## config.mk

```make
export PLATFORM = sky130hd
export DESIGN_NAME = preamp_relay_ctrl
export DESIGN_NICKNAME = d
export VERILOG_FILES = /design/src/rtl/preamp_relay_pkg.sv /design/src/rtl/prc_source_latch.sv /design/src/rtl/prc_toggle_bank.sv /design/src/rtl/prc_power_seq.sv /design/src/rtl/preamp_relay_ctrl.sv
export SDC_FILE = /design/constraint.sdc
export NUM_CORES = 1
export LEC_CHECK = 0
export ABC_CLOCK_PERIOD_IN_PS = 1800
export BUFFER_PORTS_ARGS = -buffer_cell sky130_fd_sc_hd__buf_2
export CORE_MARGIN = 2
export CORE_UTILIZATION = 40
export CTS_CLUSTER_SIZE = 20
export DETAILED_ROUTE_END_ITERATION = 8
export MAX_ROUTING_LAYER = met4
export SLEW_MARGIN = 20
export SYNTH_ARGS = -nofsm -noshare
export SYNTH_HDL_FRONTEND = slang
export SYNTH_SLANG_ARGS = --single-unit
```

## constraint.sdc

```tcl
create_clock -name clk -period 1.8 [get_ports clk]
set_input_delay 0.27 -clock clk [delete_from_list [all_inputs] [get_ports clk]]
set_output_delay 0.27 -clock clk [all_outputs]
set_load 0.005 [all_outputs]
```

## src/rtl/preamp_relay_pkg.sv

```systemverilog
package preamp_relay_pkg;
    localparam int unsigned SRC_COUNT = 4;
    localparam int unsigned TGL_COUNT = 2;

    // bit positions in the source selection vector, lowest index = highest priority
    localparam int unsigned SRC_TUNER   = 0;
    localparam int unsigned SRC_AUX     = 1;
    localparam int unsigned SRC_PHONO   = 2;
    localparam int unsigned SRC_PHONO_SUB = 3;

    // bit positions in the toggle vector
    localparam int unsigned TGL_TONE = 0;
    localparam int unsigned TGL_TAPE = 1;

    typedef enum logic [1:0] {
        SEQ_OFF     = 2'd0,
        SEQ_WAIT    = 2'd1,
        SEQ_RELAYS  = 2'd2,
        SEQ_LIVE    = 2'd3
    } seq_phase_e;
endpackage

```

## src/rtl/prc_source_latch.sv

```systemverilog
module prc_source_latch #(
    parameter int unsigned N_SRC = 4
) (
    input  logic             clk,
    input  logic             rst_n,
    input  logic             preset,
    input  logic [N_SRC-1:0] btn,
    output logic [N_SRC-1:0] sel
);
    localparam logic [N_SRC-1:0] PRESET_SEL = N_SRC'(1);

    typedef struct packed {
        logic [N_SRC-1:0] prev;
        logic [N_SRC-1:0] sel;
    } src_state_t;

    src_state_t st_d, st_q;
    logic [N_SRC-1:0] rise;
    logic [N_SRC-1:0] winner;

    always_comb begin
        rise   = btn & ~st_q.prev;
        // isolate the lowest set bit: fixed priority by index
        winner = rise & (~rise + N_SRC'(1));
        st_d      = st_q;
        st_d.prev = btn;
        if (preset) begin
            st_d.sel = PRESET_SEL;
        end else if (rise != '0) begin
            st_d.sel = winner;
        end
    end

    always_ff @(posedge clk or negedge rst_n) begin
        if (!rst_n) begin
            st_q.prev <= '0;
            st_q.sel  <= PRESET_SEL;
        end else begin
            st_q <= st_d;
        end
    end

    assign sel = st_q.sel;

    p_single_source_r1: assert property (@(posedge clk) disable iff (!rst_n)
        $countones(st_q.sel) == 1);

    p_select_pressed_r2: assert property (@(posedge clk) disable iff (!rst_n)
        (!preset && $countones(rise) == 1) |=> (st_q.sel == $past(rise)));

    p_hold_selection_r3: assert property (@(posedge clk) disable iff (!rst_n)
        (!preset && rise == '0) |=> $stable(st_q.sel));

    p_lowest_wins_r4: assert property (@(posedge clk) disable iff (!rst_n)
        (!preset && rise[0]) |=> st_q.sel[0]);

    p_preset_tuner_r7: assert property (@(posedge clk) disable iff (!rst_n)
        preset |=> (st_q.sel == PRESET_SEL));
endmodule

```

## src/rtl/prc_toggle_bank.sv

```systemverilog
module prc_toggle_bank #(
    parameter int unsigned N_TGL = 2
) (
    input  logic             clk,
    input  logic             rst_n,
    input  logic             preset,
    input  logic [N_TGL-1:0] btn,
    output logic [N_TGL-1:0] state
);
    typedef struct packed {
        logic [N_TGL-1:0] prev;
        logic [N_TGL-1:0] on;
    } tgl_state_t;

    tgl_state_t st_d, st_q;
    logic [N_TGL-1:0] rise;

    assign rise = btn & ~st_q.prev;

    always_comb begin
        st_d      = st_q;
        st_d.prev = btn;
        for (int i = 0; i < N_TGL; i++) begin
            if (preset) begin
                st_d.on[i] = 1'b0;
            end else if (rise[i]) begin
                st_d.on[i] = ~st_q.on[i];
            end
        end
    end

    always_ff @(posedge clk or negedge rst_n) begin
        if (!rst_n) begin
            st_q <= '0;
        end else begin
            st_q <= st_d;
        end
    end

    assign state = st_q.on;

    for (genvar g = 0; g < N_TGL; g++) begin : g_chk
        p_flip_on_press_r5: assert property (@(posedge clk) disable iff (!rst_n)
            (!preset && rise[g]) |=> (st_q.on[g] != $past(st_q.on[g])));
        p_keep_when_idle_r5: assert property (@(posedge clk) disable iff (!rst_n)
            (!preset && !rise[g]) |=> $stable(st_q.on[g]));
        p_preset_off_r7: assert property (@(posedge clk) disable iff (!rst_n)
            preset |=> !st_q.on[g]);
    end
endmodule

```

## src/rtl/prc_power_seq.sv

```systemverilog
module prc_power_seq
    import preamp_relay_pkg::*;
#(
    parameter int unsigned RELAY_TICKS  = 20,
    parameter int unsigned UNMUTE_TICKS = 22
) (
    input  logic clk,
    input  logic rst_n,
    input  logic preset,
    input  logic pwr_good,
    input  logic tick,
    output logic relay_en,
    output logic mute
);
    localparam int unsigned CW = $clog2(UNMUTE_TICKS + 1);
    localparam logic [CW-1:0] RELAY_AT  = CW'(RELAY_TICKS);
    localparam logic [CW-1:0] UNMUTE_AT = CW'(UNMUTE_TICKS);

    typedef struct packed {
        logic [CW-1:0] cnt;
        seq_phase_e    phase;
    } seq_state_t;

    seq_state_t st_d, st_q;

    always_comb begin
        st_d = st_q;
        if (preset || !pwr_good) begin
            st_d.cnt   = '0;
            st_d.phase = SEQ_OFF;
        end else begin
            if (tick && st_q.cnt != UNMUTE_AT) begin
                st_d.cnt = st_q.cnt + CW'(1);
            end
            if (st_d.cnt >= UNMUTE_AT) begin
                st_d.phase = SEQ_LIVE;
            end else if (st_d.cnt >= RELAY_AT) begin
                st_d.phase = SEQ_RELAYS;
            end else begin
                st_d.phase = SEQ_WAIT;
            end
        end
    end

    always_ff @(posedge clk or negedge rst_n) begin
        if (!rst_n) begin
            st_q.cnt   <= '0;
            st_q.phase <= SEQ_OFF;
        end else begin
            st_q <= st_d;
        end
    end

    assign relay_en = (st_q.phase == SEQ_RELAYS) || (st_q.phase == SEQ_LIVE);
    assign mute     = (st_q.phase != SEQ_LIVE);

    p_unmute_needs_relays_r9: assert property (@(posedge clk) disable iff (!rst_n)
        !mute |-> relay_en);

    p_count_bounded_r9: assert property (@(posedge clk) disable iff (!rst_n)
        st_q.cnt <= UNMUTE_AT);

    p_power_drop_r10: assert property (@(posedge clk) disable iff (!rst_n)
        !pwr_good |=> (!relay_en && mute));

    p_preset_quiet_r11: assert property (@(posedge clk) disable iff (!rst_n)
        preset |=> (!relay_en && mute && st_q.cnt == '0));

    p_no_tick_no_step_r8: assert property (@(posedge clk) disable iff (!rst_n)
        (pwr_good && !preset && !tick) |=> $stable(st_q.cnt));
endmodule

```

## src/rtl/preamp_relay_ctrl.sv

```systemverilog
module preamp_relay_ctrl
    import preamp_relay_pkg::*;
#(
    parameter int unsigned RELAY_TICKS  = 20,
    parameter int unsigned UNMUTE_TICKS = 22
) (
    input  logic       clk,
    input  logic       rst_n,
    input  logic [3:0] btn_src,
    input  logic       btn_tone,
    input  logic       btn_tape,
    input  logic       pwr_good,
    input  logic       preset_req,
    input  logic       tick_1hz,
    output logic [3:0] src_drv_n,
    output logic       tone_drv_n,
    output logic       tape_drv_n,
    output logic       mute_on
);
    logic [SRC_COUNT-1:0] sel;
    logic [TGL_COUNT-1:0] tgl_btn;
    logic [TGL_COUNT-1:0] tgl_on;
    logic                 relay_en;

    assign tgl_btn[TGL_TONE] = btn_tone;
    assign tgl_btn[TGL_TAPE] = btn_tape;

    prc_source_latch #(.N_SRC(SRC_COUNT)) u_src (
        .clk    (clk),
        .rst_n  (rst_n),
        .preset (preset_req),
        .btn    (btn_src),
        .sel    (sel)
    );

    prc_toggle_bank #(.N_TGL(TGL_COUNT)) u_tgl (
        .clk    (clk),
        .rst_n  (rst_n),
        .preset (preset_req),
        .btn    (tgl_btn),
        .state  (tgl_on)
    );

    prc_power_seq #(
        .RELAY_TICKS  (RELAY_TICKS),
        .UNMUTE_TICKS (UNMUTE_TICKS)
    ) u_seq (
        .clk      (clk),
        .rst_n    (rst_n),
        .preset   (preset_req),
        .pwr_good (pwr_good),
        .tick     (tick_1hz),
        .relay_en (relay_en),
        .mute     (mute_on)
    );

    // conducting driver = low output
    assign src_drv_n  = ~(sel & {SRC_COUNT{relay_en}});
    assign tone_drv_n = ~(tgl_on[TGL_TONE] & relay_en);
    assign tape_drv_n = ~(tgl_on[TGL_TAPE] & relay_en);

    p_driver_polarity_r6: assert property (@(posedge clk) disable iff (!rst_n)
        mute_on || ($countones(~src_drv_n) == 1));
endmodule

```

==> impl_results.html <==
<table>
<tr><th>Metric</th><th>Value</th></tr>
<tr><th colspan="2">Clock tree</th></tr>
<tr><td>Library cell used as clock root buffer</td><td>clkbuf_4</td></tr>
<tr><td># clock sinks</td><td>19</td></tr>
<tr><td>Buffers from clock root to sink, at most</td><td>2</td></tr>
<tr><td>Clock tree from TritonCTS</td><td>yes</td></tr>
<tr><td>Num CTS Buffers</td><td>3</td></tr>
<tr><td>Number of gates resized after CTS</td><td>0</td></tr>
<tr><td>CTS clk-pin slew, worst paths</td><td>0.10 ns</td></tr>
<tr><td>Clk_lat worst skew</td><td>0.28 ns</td></tr>
<tr><td>Depth of the CTS H-tree</td><td>1</td></tr>
<tr><th colspan="2">Critical path</th></tr>
<tr><td>Endpoint of the most critical setup path</td><td>u_seq.st_q[0]</td></tr>
<tr><td>Reg2reg path depth</td><td>6</td></tr>
<tr><td>Kind of critical path</td><td>reg2reg</td></tr>
<tr><td>Largest fanout of any net on the critical path</td><td>3</td></tr>
<tr><td>Timing startpoint of the critical path</td><td>u_seq.st_q[2]</td></tr>
<tr><td>Arrival @ worst endpoint</td><td>1.62 ns</td></tr>
<tr><td>Req. time, crit path</td><td>1.97 ns</td></tr>
<tr><td>R2R Path Start</td><td>u_seq.st_q[2]</td></tr>
<tr><td>Register-to-register setup slack</td><td>0.35 ns</td></tr>
<tr><td>Endpoint of the worst register-to-register path</td><td>u_seq.st_q[0]</td></tr>
<tr><td>Crit end category</td><td>flop</td></tr>
<tr><td>Startpoint class of the critical path</td><td>flop</td></tr>
<tr><th colspan="2">Timing</th></tr>
<tr><td>Final worst path period share</td><td>80.6%</td></tr>
<tr><td>Setup-violating endpoint count in the final report</td><td>0</td></tr>
<tr><td>Transition time at the pin with the least slew margin</td><td>approximately 0.42 ns</td></tr>
<tr><td>Final critical-path setup slack</td><td>0.350 ns</td></tr>
<tr><td>Worst clock skew</td><td>0.00625 ns</td></tr>
<tr><td>Endpoints failing hold</td><td>0</td></tr>
<tr><td>Summed negative setup slack over all endpoints</td><td>0 ns</td></tr>
<tr><td>Max-slew violation count</td><td>0</td></tr>
<tr><td>Setup repair after global routing missed its margin</td><td>no</td></tr>
<tr><td>Final Critical Period</td><td>1.45 ns</td></tr>
<tr><td>Highest clock rate</td><td>approximately 700 MHz</td></tr>
<tr><td>Worst slew slack as a fraction of its limit</td><td>~72%</td></tr>
<tr><th colspan="2">Detailed routing</th></tr>
<tr><td>Number of design-rule violations left by the first detailed-router iteration</td><td>5</td></tr>
<tr><td>Total routed wirelength</td><td>1270 microns</td></tr>
<tr><td>DRC violations left</td><td>0</td></tr>
<tr><td>Via density per instance</td><td>roughly 4.6</td></tr>
<tr><td>Vias post-DR</td><td>562</td></tr>
<tr><td>Detail Route Antenna Nets</td><td>0</td></tr>
<tr><td>Routed length per placed instance</td><td>10.4 microns</td></tr>
<tr><td>Detailed-routing iteration count for the pre-antenna-repair pass</td><td>3</td></tr>
<tr><th colspan="2">Place</th></tr>
<tr><td>Number of port buffers</td><td>17</td></tr>
<tr><td>Weighted congestion at the end of routability-driven global placement</td><td>0.800</td></tr>
<tr><td>Pre-CTS setup slack</td><td>about 0.35 ns</td></tr>
<tr><td>Hpwl dp</td><td>958 microns</td></tr>
<tr><td>Placed Cells incl. Taps</td><td>117</td></tr>
<tr><th colspan="2">Floorplanning</th></tr>
<tr><td>DIE HEIGHT</td><td>49.3 microns</td></tr>
<tr><td>Initial cell density of the core</td><td>between 40% and 50%</td></tr>
<tr><td>Top-level port count</td><td>18</td></tr>
<tr><td>Die outline area</td><td>2430 sq um</td></tr>
<tr><td>Core Area</td><td>1940 sq um</td></tr>
<tr><td>Number of standard-cell rows in the floorplan</td><td>16</td></tr>
<tr><td>Chip width</td><td>between 40 and 50 microns</td></tr>
<tr><th colspan="2">Yosys</th></tr>
<tr><td>Adder-cell area share of the yosys netlist</td><td>3.04%</td></tr>
<tr><td>Main combinational cell family by area after synthesis</td><td>simple AND/OR/NAND/NOR gates</td></tr>
<tr><td>Syn avg cell area</td><td>11.3 sq um</td></tr>
<tr><td>Sequential cell area fraction in the yosys report</td><td>58.0%</td></tr>
<tr><td>Dominant register cell in the synthesized netlist</td><td>dfrtp_1</td></tr>
<tr><td>Post-synthesis instance area</td><td>822 sq um</td></tr>
<tr><td>Net count after synthesis</td><td>86</td></tr>
<tr><td>Post-synthesis sequential element count</td><td>19</td></tr>
<tr><td>Fraction of the mapped netlist area in simple logic gates</td><td>20.4%</td></tr>
<tr><td>Compound-Gate Fraction of Synth Area</td><td>9.59%</td></tr>
<tr><td>Gate count after technology mapping</td><td>73</td></tr>
<tr><td>Xor/xnor cell area share of the yosys netlist</td><td>4.26%</td></tr>
<tr><td>Number of different library cells in the post-synthesis netlist</td><td>24</td></tr>
<tr><td>Proportion of register bits with asynchronous set or reset after synthesis</td><td>100%</td></tr>
<tr><td>Number of flops mapped to enable cells by yosys</td><td>0</td></tr>
<tr><td>Portion of netlist area occupied by mux cells</td><td>under 10%</td></tr>
<tr><td>Synth warnings</td><td>0</td></tr>
<tr><th colspan="2">Global routing</th></tr>
<tr><td>Overall overflow remaining after global route</td><td>0</td></tr>
<tr><td>GR Util All Layers</td><td>12.9%</td></tr>
<tr><td>Wire length of the first global-routing pass</td><td>2370 microns</td></tr>
<tr><td>Antenna violations before repair</td><td>0</td></tr>
<tr><td>Pin count of the biggest net entering global routing</td><td>20</td></tr>
<tr><td>Vias in the first global route</td><td>581</td></tr>
<tr><th colspan="2">Outcome</th></tr>
<tr><td>Result of the run</td><td>complete, no violations</td></tr>
<tr><th colspan="2">Power</th></tr>
<tr><td>Static Leak</td><td>0.501 nW</td></tr>
<tr><td>Power per Cell Area</td><td>~730 nW/um^2</td></tr>
<tr><td>VDD IR max</td><td>0.000590 V</td></tr>
<tr><th colspan="2">Cells and area</th></tr>
<tr><td>Post-Layout Cell Count</td><td>122</td></tr>
<tr><td>Area Overhead vs Synth</td><td>18.9%</td></tr>
<tr><td>Diode count</td><td>0</td></tr>
<tr><td>Post-layout net count</td><td>109</td></tr>
<tr><td>Fraction of final layout cells with drive strength greater than 1</td><td>a little over a quarter</td></tr>
<tr><td>Core Util, Final</td><td>approximately half</td></tr>
<tr><th colspan="2">Worst hold path</th></tr>
<tr><td>Hold Crit Class</td><td>in2reg</td></tr>
<tr><th colspan="2">Flow run</th></tr>
<tr><td>Total of max-cap violations</td><td>0</td></tr>
</table>
through the flow:
step / hold WS (ns) / cell area [sq um] / power (mW)
5_1_grt: 0.0768 / 977 / 0.755
4_1_cts: 0.0839 / 977 / 0.731
6_report: 0.0938 / 977 / 0.718
3_5_place_dp: 0.227 / 941 / 0.520
3_3_place_gp: 0.225 / 941 / 0.519
2_1_floorplan: -0.0256 / 822 / 0.492
cells in the mapped netlist, types with 2 or more instances:
| library cell | count | area, sq um |
|---|---|---|
| a21oi_1 | 5 | 25.0 |
| dfrtp_1 | 18 | 450 |
| ha_1 | 2 | 25.0 |
| inv_1 | 5 | 18.8 |
| mux2i_1 | 2 | 20.0 |
| nand2_1 | 10 | 37.5 |
| nand2b_1 | 5 | 31.3 |
| nor2_1 | 6 | 22.5 |
| nor2b_1 | 3 | 18.8 |
| xnor2_1 | 3 | 26.3 |
worst min path at each step:
stage	slack (ns)	from	cells after the start	to
floorplan	-0.03	rst_n	0	u_seq.st_q[0]
global route	0.08	btn_tape	1	u_tgl.st_q[3]
detailed placement	0.23	rst_n	1	u_tgl.st_q[3]
global placement	0.23	rst_n	1	u_tgl.st_q[3]
finish	0.09	btn_src[3]	1	u_src.st_q[7]
CTS	0.08	btn_src[3]	1	u_src.st_q[7]
kinds of logic (layout without fill, tap and decap cells):
kind of cell,Yosys count,after routing
simple gates,30,30
flops,19,19
compound gates,11,11
buf+inv,5,27
xor+xnor,4,4
fa+ha+maj,2,2
mux,2,2
layout by cell type (no fill, tap or decap), drive strengths merged, types with 2 or more instances in the layout:
cell type  Yosys  routed
nor2           6       6
a21oi          5       5
inv            5       5
buf            0      17
o21ai          2       2
nand2b         5       5
ha             2       2
xnor2          3       3
nor2b          3       3
mux2i          2       2
nand2         10      10
clkbuf         0       4
dfrtp         18      18
state kept, by name (all words and copies together), names as in the netlist:
signal / count
u_seq.st_q: 7
u_src.sel: 4
u_src.st_q: 4
u_tgl.st_q: 2
u_tgl.state: 2
layout make-up:
| cell class | count | area [sq um] |
|---|---|---|
| clock buffer | 4 | 26.3 |
| fill | 192 | 965 |
| inverter | 5 | 18.8 |
| multi-input combinational | 49 | 327 |
| sequential | 19 | 477 |
| tap | 27 | 33.8 |
| timing repair buffer | 18 | 95.1 |
routing by layer:
metal | track usage, % | vias to the layer above | share of wire (%)
met5 | - | - | 0
met4 | 5.71 | 0 | 0.94
met3 | 2.76 | 2 | 3.3
met2 | 20.3 | 10 | 45
met1 | 16.1 | 266 | 50
li1 | - | 284 | -
where the power goes:
part / switching [mW] / internal (mW) / total [mW]
Combinational: 0.0318 / 0.0268 / 0.0586
Sequential: 0.00778 / 0.446 / 0.453
Clock: 0.120 / 0.0860 / 0.206
Total: 0.160 / 0.558 / 0.718
timing repair:
item                      CTS  global route
hold endpoints to repair   18             0
hold buffers                1             0
setup buffers               0             0
worst max-delay path, cell delays in order (launching register included):
cell and delay [ns]:
dfrtp_1 0.40, inv_1 0.09, ha_1 0.24, nand3b_4 0.10, o21ai_2 0.17, mux2i_1 0.25
a21oi_1 0.09
No activity file was read; power rests on OpenSTA's default activity.
